File: config.mk
export PLATFORM = sky130hd
export DESIGN_NAME = frac_bitclk_gen
export DESIGN_NICKNAME = d
export VERILOG_FILES = /design/src/rtl/fbc_pkg.sv /design/src/rtl/fbc_cfg_sample.sv /design/src/rtl/fbc_phase_acc.sv /design/src/rtl/fbc_period_gen.sv /design/src/rtl/frac_bitclk_gen.sv
export SDC_FILE = /design/constraint.sdc
export NUM_CORES = 1
export LEC_CHECK = 0
export ABC_AREA = 1
export BUFFER_PORTS_ARGS = -buffer_cell sky130_fd_sc_hd__buf_2
export CAP_MARGIN = 20
export CORE_MARGIN = 2
export CORE_UTILIZATION = 39
export CTS_BUF_LIST = sky130_fd_sc_hd__clkbuf_4
export DETAILED_ROUTE_END_ITERATION = 16
export SLEW_MARGIN = 15
export SYNTH_ARGS = -nofsm -noshare
export SYNTH_HDL_FRONTEND = slang
export SYNTH_HIERARCHICAL = 1
export SYNTH_SLANG_ARGS = --single-unit
File: constraint.sdc
create_clock -name clk_i -period 11.7 [get_ports clk_i]
set_clock_uncertainty 0.15 [all_clocks]
set_input_delay 0.585 -clock clk_i [delete_from_list [all_inputs] [get_ports clk_i]]
set_output_delay 0.585 -clock clk_i [all_outputs]
set_load 0.05 [all_outputs]
File: src/rtl/fbc_pkg.sv
package fbc_pkg;
  // Smallest whole divisor that still leaves one high and one low cycle.
  localparam int unsigned FBC_MIN_DIV = 2;

  typedef enum logic {
    DIV_PLUS_ONE = 1'b0,   // numerator is B+1
    DIV_PLAIN    = 1'b1    // numerator is B
  } fbc_mode_e;
endpackage

File: src/rtl/fbc_cfg_sample.sv
module fbc_cfg_sample
  import fbc_pkg::*;
#(
  parameter int A_W = 10,
  parameter int F_W = 8
) (
  input  logic           clk_i,
  input  logic           rst_ni,
  input  logic           load_i,
  input  logic [A_W-1:0] a_i,
  input  logic [F_W-1:0] b_i,
  input  logic [F_W-1:0] c_i,
  input  logic           mode_i,
  output logic [A_W-1:0] eff_a_o,
  output logic [F_W:0]   num_o,
  output logic [F_W:0]   den_o,
  output logic           den_new_o,
  output logic [A_W-1:0] a_q_o
);
  logic [F_W:0] num_raw;
  logic [F_W:0] den_q;
  fbc_mode_e    mode;

  always_comb begin
    mode    = fbc_mode_e'(mode_i);
    den_o   = {1'b0, c_i} + (F_W+1)'(1);
    num_raw = (mode == DIV_PLAIN) ? {1'b0, b_i} : ({1'b0, b_i} + (F_W+1)'(1));
    // Saturate so the numerator never exceeds the denominator.
    num_o   = (num_raw > den_o) ? den_o : num_raw;
    eff_a_o = (a_i < A_W'(FBC_MIN_DIV)) ? A_W'(FBC_MIN_DIV) : a_i;
    den_new_o = (den_o != den_q);
  end

  always_ff @(posedge clk_i) begin
    if (!rst_ni) begin
      den_q <= '0;
      a_q_o <= '0;
    end else if (load_i) begin
      den_q <= den_o;
      a_q_o <= eff_a_o;
    end
  end
endmodule

File: src/rtl/fbc_phase_acc.sv
module fbc_phase_acc #(
  parameter int F_W = 8
) (
  input  logic         clk_i,
  input  logic         rst_ni,
  input  logic         step_i,
  input  logic         clear_i,
  input  logic [F_W:0] num_i,
  input  logic [F_W:0] den_i,
  output logic         stretch_o
);
  localparam int S_W = F_W + 2;

  logic [F_W:0]   acc_q;
  logic [S_W-1:0] base;
  logic [S_W-1:0] sum;
  logic [S_W-1:0] rem;

  always_comb begin
    base      = clear_i ? '0 : {1'b0, acc_q};
    sum       = base + {1'b0, num_i};
    stretch_o = (sum >= {1'b0, den_i});
    rem       = stretch_o ? (sum - {1'b0, den_i}) : sum;
  end

  always_ff @(posedge clk_i) begin
    if (!rst_ni)     acc_q <= '0;
    else if (step_i) acc_q <= rem[F_W:0];
  end

  // the residue always stays below the denominator it was reduced by
  p_acc_below_den_r2: assert property (@(posedge clk_i) disable iff (!rst_ni)
    step_i |=> (acc_q < $past(den_i)));
endmodule

File: src/rtl/fbc_period_gen.sv
module fbc_period_gen #(
  parameter int LEN_W = 11
) (
  input  logic             clk_i,
  input  logic             rst_ni,
  input  logic [LEN_W-1:0] len_next_i,
  output logic             boundary_o,
  output logic [LEN_W-1:0] len_o,
  output logic             bclk_o,
  output logic             rise_o
);
  logic [LEN_W-1:0] cnt_q;
  logic [LEN_W-1:0] len_q;
  logic [LEN_W-1:0] half;

  always_comb begin
    half       = len_q >> 1;
    boundary_o = (len_q == '0) || (cnt_q == len_q - LEN_W'(1));
    bclk_o     = (len_q != '0) && (cnt_q < half);
    rise_o     = (len_q != '0) && (cnt_q == '0);
    len_o      = len_q;
  end

  always_ff @(posedge clk_i) begin
    if (!rst_ni) begin
      cnt_q <= '0;
      len_q <= '0;
    end else if (boundary_o) begin
      cnt_q <= '0;
      len_q <= len_next_i;
    end else begin
      cnt_q <= cnt_q + LEN_W'(1);
    end
  end

  // the position never runs past the period length
  p_cnt_in_range_r1: assert property (@(posedge clk_i) disable iff (!rst_ni)
    (len_q != '0) |-> (cnt_q < len_q));
endmodule

File: src/rtl/frac_bitclk_gen.sv
module frac_bitclk_gen
  import fbc_pkg::*;
#(
  parameter int A_W = 10,
  parameter int F_W = 8
) (
  input  logic           clk_i,
  input  logic           rst_ni,
  input  logic [A_W-1:0] div_int_i,
  input  logic [F_W-1:0] frac_num_i,
  input  logic [F_W-1:0] frac_den_i,
  input  logic           mode_plain_i,
  output logic           bclk_o,
  output logic           bclk_rise_o
);
  localparam int LEN_W = A_W + 1;

  logic             boundary;
  logic             stretch;
  logic             den_new;
  logic [A_W-1:0]   eff_a;
  logic [A_W-1:0]   a_q;
  logic [F_W:0]     num;
  logic [F_W:0]     den;
  logic [LEN_W-1:0] len_next;
  logic [LEN_W-1:0] len_cur;

  fbc_cfg_sample #(.A_W(A_W), .F_W(F_W)) u_cfg (
    .clk_i     (clk_i),
    .rst_ni    (rst_ni),
    .load_i    (boundary),
    .a_i       (div_int_i),
    .b_i       (frac_num_i),
    .c_i       (frac_den_i),
    .mode_i    (mode_plain_i),
    .eff_a_o   (eff_a),
    .num_o     (num),
    .den_o     (den),
    .den_new_o (den_new),
    .a_q_o     (a_q)
  );

  fbc_phase_acc #(.F_W(F_W)) u_acc (
    .clk_i     (clk_i),
    .rst_ni    (rst_ni),
    .step_i    (boundary),
    .clear_i   (den_new),
    .num_i     (num),
    .den_i     (den),
    .stretch_o (stretch)
  );

  assign len_next = LEN_W'(eff_a) + LEN_W'(stretch);

  fbc_period_gen #(.LEN_W(LEN_W)) u_per (
    .clk_i      (clk_i),
    .rst_ni     (rst_ni),
    .len_next_i (len_next),
    .boundary_o (boundary),
    .len_o      (len_cur),
    .bclk_o     (bclk_o),
    .rise_o     (bclk_rise_o)
  );

  // each period takes the sampled whole part or one more
  p_len_choice_r1: assert property (@(posedge clk_i) disable iff (!rst_ni)
    bclk_rise_o |-> ((len_cur == LEN_W'(a_q)) || (len_cur == LEN_W'(a_q) + LEN_W'(1))));
  // strobe lasts one cycle and coincides with a high output
  p_rise_single_r6: assert property (@(posedge clk_i) disable iff (!rst_ni)
    bclk_rise_o |=> !bclk_rise_o);
  p_rise_high_r6: assert property (@(posedge clk_i) disable iff (!rst_ni)
    bclk_rise_o |-> bclk_o);
  // the last cycle of every period is low
  p_low_at_end_r5: assert property (@(posedge clk_i) disable iff (!rst_ni)
    (boundary && (len_cur != '0)) |-> !bclk_o);
endmodule

==> flow_summary_export.csv <==
group,metric,value,unit
drt,postRouteWirelength,11960,um
layout,area.sequential,800.8,um2
global_routing,vias_in_the_first_global_route,4437,
yosys,synth.avg_cell_area,5.881,um2
global_routing,grt_max_degree,22,
critical_path,setup.worst_path.start_class,"primary input",
drt,met3_wirelength,354,um
drt,ant_nets,0,
clock_tree,root_buffer_master,"clkbuf_4",
power,p_switching,0.5396,mW
timing,finalWorstPathRequiredPeriod,5.807,ns
critical_path,worst-endpoint-arrival,5.95,ns
layout,final.fill_count,1358,
layout,finish.cell_count_without_fillers,981,
critical_path,setup.worst_path.class,"primary input to flip-flop",
yosys,yosysWarningCount,6,
global_routing,globalRoute.totalOverflow,0,
drt,route.detailed.drc,0,
critical_path,crit_path_max_incr_delay,0.39,ns
critical_path,cp_common_cell,"nand2_1",
layout,final_nets,908,
drt,wl_per_cell,12.19,um
yosys,synth_cells,818,
floorplan,die-width,115.1,um
global_routing,grt_antenna_before_repair,0,
job,max-cap-violations,0,
power,cellPowerDensity,192.0,mW/mm2
power,irDropWorstVdd,82.13,uV
clock_tree,post_cts_resized,0,
clock_tree,cts-hold-fix-buffers,0,
power,sequentialPowerShare,22.5,%
clock_tree,clkSlewWorstSetupHoldPaths,0.16,ns
power,static-leakage-power,2.818,nW
timing,grt_setup_unrepaired,"no",
timing,worst_pin_slew,0.6928,ns
floorplan,dieArea,0.01324,mm2
floorplan,std_cell_rows,40,
layout,antennaDiodeCount,0,
floorplan,chipHeight,115.1,um
drt,dr.pass1.iters,5,
critical_path,critical_path.n_buffers_inverters,6,
floorplan,floorplan.initialDensity,40.05,%
timing,final_hold_viol_count,0,
critical_path,cell_type_group_with_the_largest_total_delay_on_the_critical_path,"simple AND/OR/NAND/NOR gates",
clock_tree,tritoncts,"built",
layout,area.growth.synth_to_final,6.008,%
power,p_int,0.4397,mW
global_routing,aggregate_global_route_resource_usage,18.78,%
clock_tree,clock-sinks,40,
layout,layout.cells.most_common_list,"nand2_1 (237), inv_1 (140), nand3_1 (82)",
timing,timing.max_slew.rel_slack,53.67,%
power,comb_power_share,69.4,%
placement,place_hpwl,9799,um
critical_path,worst_setup_path_end_kind,"flip-flop",
power,sw_frac_of_total,55.10,%
critical_path,worst_ep_required_time,11.84,ns
global_routing,grt_first_pass_wirelength,20180,um
layout,final_layout_size_suffix_gt1_share,10.19,%
critical_path,critical_path.max_fanout,10,
min_path,worstHoldPathType,"primary input to flip-flop",
drt,wl_met1,5656,um
placement,place_inst,973,
clock_tree,ctsLongestPathBuffers,2,
timing,finalMaxSlewViolations,0,
timing,setup_violations,0,
floorplan,i_o_pin_cnt,31,
timing,max_clock_freq,172.2,MHz
clock_tree,tritoncts.num_buffers,5,
drt,vias_per_cell,4.954,
outcome,run_status,"finished clean",
floorplan,floorplan.core_area,0.01201,mm2
drt,dr.max_layer_used,"met4",
timing,fin_setup_tns,0,ns
clock_tree,clock_latency,0.37,ns
power,fin_total_pwr,0.9793,mW
clock_tree,cts_max_level,2,
power,clock_power_share,8.1,%
yosys,synth_area,0.004811,mm2
drt,drt_iter0_markers,214,
layout,layout.cells.most_common,"nand2_1",
yosys,syn_nets,893,
layout,multi_input_comb_area,0.003351,mm2
placement,gpl.final_weighted_congestion,0.8977,
placement,placement.io_buffers,30,
critical_path,cpMaxStageDelayCell,"fa_1",
drt,wl_met2,5698,um
timing,layout_worst_path_cycle_share,49.63,%
drt,detailroute.via_count,4860,
clock_tree,postCtsSetupBuffers,0,
==> sequential cells by signal, summed over array words and instances, names as in the netlist <==
name and count:
u_acc/acc_q 9, u_per/len_o 11, u_cfg/den_q 9, u_per/cnt_q 11
==> worst register-to-register path: cells and delay by family, from the launching register on <==
family	cells	cell delay [ns]
buf+inv	4	0.31
compound gates	1	0.11
simple gates	25	2.45
fa+ha+maj	5	1.35
flops	1	0.37
==> stage by stage <==
step | setup slack [ns] | util (%) | cell area, um2 | hold slack (ns)
4_1_cts | 5.905 | 42.46 | 5100 | 0.2895
5_1_grt | 5.241 | 42.46 | 5100 | 0.2988
2_1_floorplan | 6.336 | - | 4811 | 0.2906
3_3_place_gp | 5.600 | 42.00 | 5045 | 0.3072
6_report | 5.893 | 42.46 | 5100 | 0.3148
3_5_place_dp | 5.502 | 42.00 | 5045 | 0.3152
==> power groups by stage <==
stage / Combinational [mW] / Clock, mW / Sequential (mW)
floorplan: 0.558 / 0 / 0.213
global placement: 0.682 / 0 / 0.224
detailed placement: 0.678 / 0 / 0.223
CTS: 0.681 / 0.0821 / 0.220
global route: 0.782 / 0.0872 / 0.227
finish: 0.680 / 0.0795 / 0.220
==> path summary, 6_finish.rpt <==
kind	from	to	slack, ns	depth (start not counted)
hold reg to reg	u_acc/acc_q[4]$_SDFFE_PN0P_	u_acc/acc_q[4]$_SDFFE_PN0P_	0.33	2
setup reg to reg	u_cfg/den_q[0]$_SDFFE_PN0P_	u_per/len_o[8]$_SDFFE_PN0P_	6.89	35
setup / recovery	frac_den_i[0]	u_per/len_o[8]$_SDFFE_PN0P_	5.89	41
hold / removal	frac_den_i[0]	u_cfg/den_q[0]$_SDFFE_PN0P_	0.31	2
==> routing by layer <==
layer | vias up | track usage (%)
met5 | - | 0
met4 | 0 | 5.542
met3 | 19 | 2.319
met2 | 92 | 33.69
met1 | 2151 | 23.51
li1 | 2598 | -
==> cell type report <==
type                    count  area share, %
clock inverters             3         0.3435
repair buffers             30          2.944
multi-input cells         607          65.70
clock buffers               5         0.7360
inverters                 149          10.97
well taps                 147          3.606
flip-flops and latches     40          15.70
(Power assumes the default switching activity.)
